### src/rtl/tws_pkg.sv
package tws_pkg;

  typedef enum logic [3:0] {
    S_IDLE, S_DEV, S_DEV_ACK, S_MADR, S_MADR_ACK,
    S_WDAT, S_WDAT_ACK, S_RDAT, S_RACK, S_RWAIT
  } tws_state_e;

  typedef enum logic [2:0] {
    AOP_NONE, AOP_HI, AOP_LO, AOP_PAGE, AOP_LIN
  } addr_op_e;

  localparam logic [3:0] DEV_CODE = 4'b1010;

  // the family nibble of a header word
  function automatic logic code_ok(input logic [7:0] w);
    return w[7:4] == DEV_CODE;
  endfunction

endpackage

### src/rtl/tws_sync.sv
module tws_sync #(
  parameter int SYNC_STAGES = 2
) (
  input  logic clk,
  input  logic rst_n,
  input  logic scl_in,
  input  logic sda_in,
  output logic scl_s,
  output logic sda_s,
  output logic scl_rise,
  output logic scl_fall,
  output logic start_evt,
  output logic stop_evt
);
  logic [SYNC_STAGES-1:0] scl_ff, sda_ff;
  logic scl_p, sda_p;

  always_ff @(posedge clk or negedge rst_n) begin
    if (!rst_n) begin
      scl_ff <= '1;
      sda_ff <= '1;
      scl_p  <= 1'b1;
      sda_p  <= 1'b1;
    end else begin
      scl_ff <= {scl_ff[SYNC_STAGES-2:0], scl_in};
      sda_ff <= {sda_ff[SYNC_STAGES-2:0], sda_in};
      scl_p  <= scl_ff[SYNC_STAGES-1];
      sda_p  <= sda_ff[SYNC_STAGES-1];
    end
  end

  assign scl_s     = scl_ff[SYNC_STAGES-1];
  assign sda_s     = sda_ff[SYNC_STAGES-1];
  assign scl_rise  = scl_s & ~scl_p;
  assign scl_fall  = ~scl_s & scl_p;
  // data edges while the clock stays high
  assign start_evt = scl_s & scl_p & sda_p & ~sda_s;
  assign stop_evt  = scl_s & scl_p & ~sda_p & sda_s;
endmodule

### src/rtl/tws_addr.sv
module tws_addr
  import tws_pkg::*;
#(
  parameter int ADDR_W = 10,
  parameter int PAGE_W = 5
) (
  input  logic                clk,
  input  logic                rst_n,
  input  addr_op_e            op,
  input  logic [7:0]          lo_byte,
  input  logic [ADDR_W-9:0]   hi_bits,
  output logic [ADDR_W-1:0]   addr
);
  localparam int HI_W = ADDR_W - 8;

  logic [HI_W-1:0]   hi_q;
  logic [ADDR_W-1:0] addr_q;

  // advance inside the page only
  function automatic logic [ADDR_W-1:0] page_next(input logic [ADDR_W-1:0] a);
    logic [PAGE_W-1:0] off;
    off = a[PAGE_W-1:0] + 1'b1;
    return {a[ADDR_W-1:PAGE_W], off};
  endfunction

  // linear advance, wraps at the top
  function automatic logic [ADDR_W-1:0] lin_next(input logic [ADDR_W-1:0] a);
    return a + 1'b1;
  endfunction

  always_ff @(posedge clk or negedge rst_n) begin
    if (!rst_n) begin
      hi_q   <= '0;
      addr_q <= '0;
    end else begin
      unique case (op)
        AOP_HI:   hi_q   <= hi_bits;
        AOP_LO:   addr_q <= {hi_q, lo_byte};
        AOP_PAGE: addr_q <= page_next(addr_q);
        AOP_LIN:  addr_q <= lin_next(addr_q);
        default:  ;
      endcase
    end
  end

  assign addr = addr_q;
endmodule

### src/rtl/tws_ctrl.sv
module tws_ctrl
  import tws_pkg::*;
#(
  parameter int ADDR_W = 10
) (
  input  logic              clk,
  input  logic              rst_n,
  input  logic              sda_s,
  input  logic              scl_rise,
  input  logic              scl_fall,
  input  logic              start_evt,
  input  logic              stop_evt,
  input  logic              dev_sel,
  input  logic              busy,
  input  logic [7:0]        rd_data,
  output logic              sda_oe,
  output addr_op_e          aop,
  output logic [7:0]        lo_byte,
  output logic [ADDR_W-9:0] hi_bits,
  output logic              wr_stb,
  output logic [7:0]        wr_data,
  output logic              wr_commit,
  output logic              hdr_done
);
  localparam int HI_W = ADDR_W - 8;

  tws_state_e state;
  logic [3:0] cnt;
  logic [7:0] sr, tx;
  logic       rd_mode, mack, pend;
  logic       sel_ok, hdr_ok;

  // strap comparison exists only in the 1K build
  generate
    if (ADDR_W >= 11) begin : g_nopin
      assign sel_ok = 1'b1;
    end else begin : g_pin
      assign sel_ok = (sr[3] == dev_sel);
    end
  endgenerate

  assign hdr_ok   = code_ok(sr) && sel_ok && !busy;
  assign hdr_done = (state == S_DEV) && scl_fall && (cnt == 4'd8)
                    && !start_evt && !stop_evt;

  always_ff @(posedge clk or negedge rst_n) begin
    if (!rst_n) begin
      state     <= S_IDLE;
      cnt       <= '0;
      sr        <= '0;
      tx        <= '0;
      sda_oe    <= 1'b0;
      rd_mode   <= 1'b0;
      mack      <= 1'b1;
      pend      <= 1'b0;
      aop       <= AOP_NONE;
      lo_byte   <= '0;
      hi_bits   <= '0;
      wr_stb    <= 1'b0;
      wr_data   <= '0;
      wr_commit <= 1'b0;
    end else begin
      wr_stb    <= 1'b0;
      wr_commit <= 1'b0;
      aop       <= AOP_NONE;
      if (start_evt) begin           // restart header reception
        state  <= S_DEV;
        cnt    <= '0;
        sda_oe <= 1'b0;
        pend   <= 1'b0;
      end else if (stop_evt) begin   // commit, R11 abort
        state     <= S_IDLE;
        sda_oe    <= 1'b0;
        wr_commit <= pend;
        pend      <= 1'b0;
      end else begin
        unique case (state)
          S_DEV, S_MADR, S_WDAT: begin
            if (scl_rise && cnt != 4'd8) begin
              sr  <= {sr[6:0], sda_s};
              cnt <= cnt + 4'd1;
            end else if (scl_fall && cnt == 4'd8) begin
              cnt <= '0;
              if (state == S_DEV) begin
                if (hdr_ok) begin
                  sda_oe  <= 1'b1;
                  state   <= S_DEV_ACK;
                  rd_mode <= sr[0];
                  if (!sr[0]) begin
                    aop     <= AOP_HI;
                    hi_bits <= sr[HI_W:1];
                  end
                end else begin
                  state <= S_IDLE;
                end
              end else if (state == S_MADR) begin
                sda_oe  <= 1'b1;
                state   <= S_MADR_ACK;
                aop     <= AOP_LO;
                lo_byte <= sr;
              end else begin
                sda_oe  <= 1'b1;
                state   <= S_WDAT_ACK;
                wr_stb  <= 1'b1;
                wr_data <= sr;
                pend    <= 1'b1;
                aop     <= AOP_PAGE;
              end
            end
          end
          S_DEV_ACK: begin
            if (scl_fall) begin
              if (rd_mode) begin
                tx     <= rd_data;
                sda_oe <= ~rd_data[7];
                aop    <= AOP_LIN;
                cnt    <= '0;
                state  <= S_RDAT;
              end else begin
                sda_oe <= 1'b0;
                state  <= S_MADR;
              end
            end
          end
          S_MADR_ACK, S_WDAT_ACK: begin
            if (scl_fall) begin
              sda_oe <= 1'b0;
              state  <= S_WDAT;
            end
          end
          S_RDAT: begin
            if (scl_fall) begin
              if (cnt == 4'd7) begin
                sda_oe <= 1'b0;
                mack   <= 1'b1;
                state  <= S_RACK;
              end else begin
                tx     <= {tx[6:0], 1'b0};
                sda_oe <= ~tx[6];
                cnt    <= cnt + 4'd1;
              end
            end
          end
          S_RACK: begin
            if (scl_rise) begin
              mack <= sda_s;
            end else if (scl_fall) begin
              if (!mack) begin           // continue
                tx     <= rd_data;
                sda_oe <= ~rd_data[7];
                aop    <= AOP_LIN;
                cnt    <= '0;
                state  <= S_RDAT;
              end else begin             // hold released
                state <= S_RWAIT;
              end
            end
          end
          default: ;
        endcase
      end
    end
  end
endmodule

### src/rtl/tws_eeprom_slave.sv
module tws_eeprom_slave
  import tws_pkg::*;
#(
  parameter int ADDR_W      = 10,
  parameter int PAGE_W      = 5,
  parameter int SYNC_STAGES = 2
) (
  input  logic              clk,
  input  logic              rst_n,
  input  logic              scl_in,
  input  logic              sda_in,
  input  logic              dev_sel,
  output logic              sda_oe,
  output logic [ADDR_W-1:0] mem_addr,
  input  logic [7:0]        rd_data,
  output logic              wr_stb,
  output logic [7:0]        wr_data,
  output logic              wr_commit,
  input  logic              busy
);
  logic scl_s, sda_s, scl_rise, scl_fall, start_evt, stop_evt, hdr_done;
  addr_op_e          aop;
  logic [7:0]        lo_byte;
  logic [ADDR_W-9:0] hi_bits;

  tws_sync #(.SYNC_STAGES(SYNC_STAGES)) u_sync (
    .clk(clk), .rst_n(rst_n), .scl_in(scl_in), .sda_in(sda_in),
    .scl_s(scl_s), .sda_s(sda_s), .scl_rise(scl_rise), .scl_fall(scl_fall),
    .start_evt(start_evt), .stop_evt(stop_evt)
  );

  tws_ctrl #(.ADDR_W(ADDR_W)) u_ctrl (
    .clk(clk), .rst_n(rst_n), .sda_s(sda_s), .scl_rise(scl_rise),
    .scl_fall(scl_fall), .start_evt(start_evt), .stop_evt(stop_evt),
    .dev_sel(dev_sel), .busy(busy), .rd_data(rd_data), .sda_oe(sda_oe),
    .aop(aop), .lo_byte(lo_byte), .hi_bits(hi_bits), .wr_stb(wr_stb),
    .wr_data(wr_data), .wr_commit(wr_commit), .hdr_done(hdr_done)
  );

  tws_addr #(.ADDR_W(ADDR_W), .PAGE_W(PAGE_W)) u_addr (
    .clk(clk), .rst_n(rst_n), .op(aop), .lo_byte(lo_byte),
    .hi_bits(hi_bits), .addr(mem_addr)
  );
endmodule

### config.mk
export PLATFORM = sky130hd
export DESIGN_NAME = tws_eeprom_slave
export DESIGN_NICKNAME = d
export VERILOG_FILES = /design/src/rtl/tws_pkg.sv /design/src/rtl/tws_sync.sv /design/src/rtl/tws_addr.sv /design/src/rtl/tws_ctrl.sv /design/src/rtl/tws_eeprom_slave.sv
export SDC_FILE = /design/constraint.sdc
export NUM_CORES = 1
export LEC_CHECK = 0
export BUFFER_PORTS_ARGS = -buffer_cell sky130_fd_sc_hd__buf_2
export CORE_ASPECT_RATIO = 0.5
export CORE_MARGIN = 5
export CORE_UTILIZATION = 59
export DETAILED_ROUTE_END_ITERATION = 10
export HOLD_SLACK_MARGIN = 0.12
export PLACE_DENSITY = 0.8
export SLEW_MARGIN = 20
export SYNTH_ARGS = -nofsm -noshare
export SYNTH_HDL_FRONTEND = slang
export SYNTH_SLANG_ARGS = --single-unit
### constraint.sdc
create_clock -name clk -period 2.6 [get_ports clk]
set_input_delay 0.13 -clock clk [delete_from_list [all_inputs] [get_ports clk]]
set_output_delay 0.13 -clock clk [all_outputs]
set_load 0.01 [all_outputs]
# == Yosys cells after proc, flatten, opt, wreduce, memory -nomap -nowiden ==
# Cells that the tools add are included.
# word_totals
rom_bits,0
input_bits,14
out_inout_bits,21
word_cells,205
regBits,68
ram_bits,0
n_memories,0
latchBits,0
# op_classes
div,0
n_mux,86
n_bitwise,20
n_mul,0
n_addsub,3
shifts,0
order_cmp,0
n_eq_ne,48
n_reduce_logical,27
# op_table
op,n
$mux W4,23
$mux W7,7
$mux W3,12
$mux W1,35
$pmux W10 S3,1
$reduce_and A10 Y1,3
$ne A4 B3 Y1 const B,6
$pmux W7 S3,1
$reduce_and A7 Y1,3
$eq A4 B3 Y1 const B,5
$pmux W4 S5,1
$ne A3 B3 Y1 const B,6
$ne A4 B4 Y1 const B,4
$pmux W4 S4,1
$not A1 Y1,13
$eq A4 B4 Y1 const B,3
$ne A2 B1 Y1 const B,6
$ne A3 B2 Y1 const B,4
$reduce_bool A3 Y1,4
$add A10 B1 Y10 const B,1
$pmux W3 S3,1
$reduce_and A9 Y1,1
$eq A4 B2 Y1 const B,2
$ne A2 B2 Y1 const B,4
25 further kinds,37

# == Logic depth before layout (Yosys ltp) ==
# logic_depth
ltp_word,10
mapped_depth,8
ltp_nobuf,7

# == Hierarchy ==
# From an unflattened synthesis, not the netlist that was laid out.
# unflattened
cells_unflattened,364
hier_area_um2,3746.1
# modules_own_cells
module,cells_each,area_each_um2,n_inst
tws_ctrl,250,2605.0,1
tws_addr,104,950.9,1
tws_sync,10,190.2,1

# == Worst setup path before layout ==
# OpenSTA, ideal clock, no wires.
# synth_timing
path_kind,reg-to-reg
start,register u_sync.scl_p
end,register u_ctrl.tx[1]
arrival_ns,1.743
required_time_ns,2.475
path_buffers,0
setup_time_ns,0.125
path_stages_with_launch,6
path_slack_ns,0.732
cell_sequence,dfstp_2 > and2b_2 > a21boi_2 > nor4_4 > nand3b_4 > mux2_4
# synth_between
elab_chain_len,5
# synth_rtl
element,line,source
start: declaration,tws_sync.sv:16,"logic scl_p, sda_p;"
start signal: assignment,tws_sync.sv:27,scl_p <= scl_ff[SYNC_STAGES-1];
$and A1 B1 Y1,"tws_sync.sv:37, tws_sync.sv:38",
$and A1 B1 Y1 (on tied branches) (2 in series),"tws_sync.sv:38, tws_sync.sv:37",
$not A1 Y1 (no source line),n/a,
$reduce_and A10 Y1 (no source line) (*),n/a,
end signal: assignment,tws_ctrl.sv:114,tx <= rd_data;
end signal: assignment,tws_ctrl.sv:138,"tx <= {tx[6:0], 1'b0};"
end signal: assignment,tws_ctrl.sv:149,tx <= rd_data;
end: declaration,tws_ctrl.sv:29,"logic [7:0] sr, tx;"
# Mark *: on every way between the ends. The rest lies on a longest branch, timed or not.
# A chain may end at the register's enable or synchronous reset.

# == Worst setup path after layout ==
# layout_timing
start,register u_ctrl.state[0]
end,register u_ctrl.tx[2]
# layout_between
elab_chain_len,3
# layout_rtl
element,line,source
start: declaration,tws_ctrl.sv:27,tws_state_e state;
start signal: assignment,tws_ctrl.sv:48,state <= S_IDLE;
start signal: assignment,tws_ctrl.sv:67,state <= S_DEV;
start signal: assignment,tws_ctrl.sv:72,state <= S_IDLE;
"$eq A4 B4 Y1, or another cell as far along",tws_ctrl.sv:77,unique case (state)
"$ne A2 B2 Y1 (no source line), or another cell as far along",n/a,
$reduce_and A10 Y1 (no source line),n/a,
# Several ways; a longest one is shown, not always the timed one.

==> flow_summary.toml <==
[cts]
clk_root_buffer_cell = "clkbuf_16"
cts_buffers = 9
cts.path.max_buffers = 2
clkLatencyLatePin_ps = 340
clk_transition_reported_paths_ps = 50
tritoncts = "yes"
cts_repair_resize_count = 0
htreeDepth = 3
cts.sinks = 68

[placement]
placed_area_sq_um = 3827
globalplace.congestion = 0.8932
detailedPlacementHpwl_um = 5765
placed_cells = 447
io_buffers = 34

[synthesis]
synth_async_sr_flop_share = 1.000
post_synthesis_register_bit_count = 68
simple_gate_share_of_the_synthesized_area = 0.1765
mappedNetlistArea_sq_um = 3601
synth.yosys.warnings = 0
synth.yosys.seq_area_share = 0.4750
synth_top_family_by_area = "simple AND/OR/NAND/NOR gates"
synth_enable_flop_cells = 0
mappedNetlistNets = 363
post_synth_inst_count = 346
post_synth.cell_area_avg_sq_um = 10.41
post_synth_xor_area_fraction = 0.01216
synth_cell_types = 67
synth-compound-area-share = 0.1657
synthFlopType = "dfrtp_1"
synth_adder_area_share = 0.01042
yosys-mux-area-fraction = 0.1195

[critical_path]
largest_stage_delay_on_the_critical_path_ps = 740
worstPathArrival_ps = 2470
number_of_cells_on_the_worst_reg_to_reg_path = 5
r2r-start = "u_ctrl.state[0]"
setup.worst_path.start_class = "register"
timing.critical_path.slowest_stage_cell = "dfrtp_1"
critPathKind = "reg -> reg"
required_ps = 2820
worstReg2RegEnd = "u_ctrl.tx[2]"
rrSetupSlack_ps = 350
timing.critical_path.to_type = "register"
cp_max_fo = 17
worstPathCellList = "nor4b_4 -> a21boi_2 -> nor4_4 -> nand3b_4 -> mux2_4"

[die]
die_width_um = 120.5
die_height_um = 65.24
placeableCoreArea_sq_um = 6006
core.rowCount = 20
top_level_ports = 35
initial_utilization = 0.5996
die_area_sq_um = 7860

[detailed_routing]
met1_length_um = 3673
firstDrtPassIters = 6
num_vias = 2878
top_layer = "met4"
first_iter_violations = 425
antenna_violating_nets_post_route = 0
wl_met3_um = 471
routed_wire_length_per_instance_um = 17.52
routed_wirelength_um = 8201
detail_route.vias_per_cell = 6.150
wl_met2_um = 3920
drcViolationCount = 0

[finish]
multi_input_area_sq_um = 1744
nets = 403
final_cells = 468
number_of_antenna_diodes = 0
fin_area_sq_um = 4219
final_layout_size_suffix_gt1_frac = 0.2634
area_growth_syn_to_layout_pct = 17.16
final_cell_mix = "dfrtp_1 (61), nand2_1 (37), buf_2 (34)"
final_common_cell = "dfrtp_1"
register_area_sq_um = 1710
final.fill_count = 450

[worst_hold_path]
holdCritPathClass = "in -> reg"
holdPathEnd = "u_ctrl.tx[3]"
worst_hold_path.num_cells = 4
hp-start = "rd_data[3]"

[job]
max_cap_violations = 0

[sta]
tns_ps = 0
slew_viol_final = 0
final-hold-violation-count = 0
period_share = 0.8647
tightestPinTransition_ps = 626.9
period_minus_slack_ps = 2248
timing.clock.skew_ps = 5.377
max_clock_freq_mhz = 444.8
grt_setup_unrepaired = "false"
worst_slew_margin_rel = 0.5821
setup-violations-final = 0

[global_route]
grt_pass1_wl_um = 14060
grt_max_degree = 52
first_global_vias = 2864
antenna_found_initial = 0
grtUsageTotal = 0.2294
grt_overflow_total = 0

[pwr]
total_leakage_power_uw = 0.002045
design_power_total_uw = 4006
irDropWorstVdd_uv = 583.4
power_density_over_the_cells_nw_per_um2 = 949.4

[status]
outcome = "complete, no violations"
registers in the layout (all words and copies together) (netlist names), 2 cells and up:
| signal | flops |
|---|---|
| u_sync.sda_ff | 2 |
| u_ctrl.sr | 8 |
| u_ctrl.cnt | 4 |
| u_ctrl.state | 4 |
| u_ctrl.tx | 7 |
| u_sync.scl_ff | 2 |
| u_addr.addr | 10 |
| u_ctrl.hi_bits | 2 |
| u_addr.hi_q | 2 |
| u_ctrl.wr_data | 8 |
| u_ctrl.lo_byte | 8 |
| u_ctrl.aop | 3 |
worst max path at each step:
| stage | endpoint | start | cells after the start |
|---|---|---|---|
| floorplan | u_ctrl.tx[1] | u_sync.scl_p | 5 |
| detailed placement | u_ctrl.tx[2] | u_ctrl.state[0] | 5 |
| CTS | u_ctrl.tx[2] | u_ctrl.state[0] | 5 |
| global placement | u_ctrl.tx[4] | u_ctrl.state[3] | 5 |
| global route | u_ctrl.tx[2] | u_ctrl.state[3] | 5 |
| finish | u_ctrl.tx[2] | u_ctrl.state[0] | 5 |
logic make-up after synthesis:
logic type | after synthesis
AOI/OAI and AO/OA | 89
and+or+nand+nor | 114
buffers and inverters | 30
DFF | 68
muxes | 37
xor gates and xnor gates | 5
adders and majority gates | 3
critical path: cells and delay by family, from the launching register on:
kind | cells | cell delay (ps)
muxes | 1 | 350
and+or+nand+nor | 3 | 840
AOI/OAI and AO/OA | 1 | 210
DFF | 1 | 740
report_power, final:
group	internal, uW	switching, uW	leakage, uW
registers	1230	269	0.000895
logic	532	585	0.000984
clock network	937	452	0.000167
total	2700	1310	0.00205
synthesized netlist by cell type (3+ instances only):
| master | n | area [sq um] |
|---|---|---|
| and3_1 | 5 | 31.28 |
| clkbuf_1 | 6 | 22.52 |
| o21ai_0 | 19 | 95.09 |
| a22oi_1 | 3 | 22.52 |
| mux2_4 | 5 | 75.07 |
| o22ai_1 | 5 | 31.28 |
| buf_2 | 3 | 15.01 |
| nor2b_1 | 3 | 18.77 |
| inv_1 | 15 | 56.30 |
| o32ai_1 | 3 | 26.28 |
| nor2_1 | 25 | 93.84 |
| mux2_2 | 28 | 315.3 |
| nand3_1 | 9 | 45.04 |
| buf_6 | 3 | 33.78 |
| dfstp_2 | 7 | 183.9 |
| nand2b_1 | 7 | 43.79 |
| a311oi_1 | 3 | 26.28 |
| mux2i_1 | 4 | 40.04 |
| dfrtp_1 | 61 | 1526 |
| ha_1 | 3 | 37.54 |
| xnor2_1 | 3 | 26.28 |
| nand4_1 | 3 | 18.77 |
| nor3_1 | 6 | 30.03 |
| a31oi_1 | 3 | 18.77 |
| nand2_1 | 37 | 138.9 |
| a21oi_1 | 22 | 110.1 |
metal layers:
metal	vias to the layer above	GRT usage
li1	1352	-
met1	1392	0.2959
met2	116	0.3801
met3	18	0.06621
met5	-	0
met4	0	0.06921
timing repair:
item                                   CTS  global route
endpoints found under the hold margin   21             0
buffers inserted                         0             0
hold buffers                             5             0
stage by stage:
stage	hold slack, ps	utilization	worst slack, ps
2_1_floorplan	-165.6	-	731.5
3_3_place_gp	80.38	0.6373	439.6
3_5_place_dp	95.82	0.6373	347.8
4_1_cts	132.5	0.7025	364.7
5_1_grt	148.4	0.7025	196.0
6_report	138.3	0.7025	351.7
layout make-up:
cell class,instances,area share
clock buffer,10,0.05427
clock inverter,6,0.02669
inverter,15,0.01335
multi-input combinational,248,0.4134
sequential,68,0.4054
tap,77,0.02284
timing repair buffer,44,0.06406
Power figures use the tool's default switching activity.
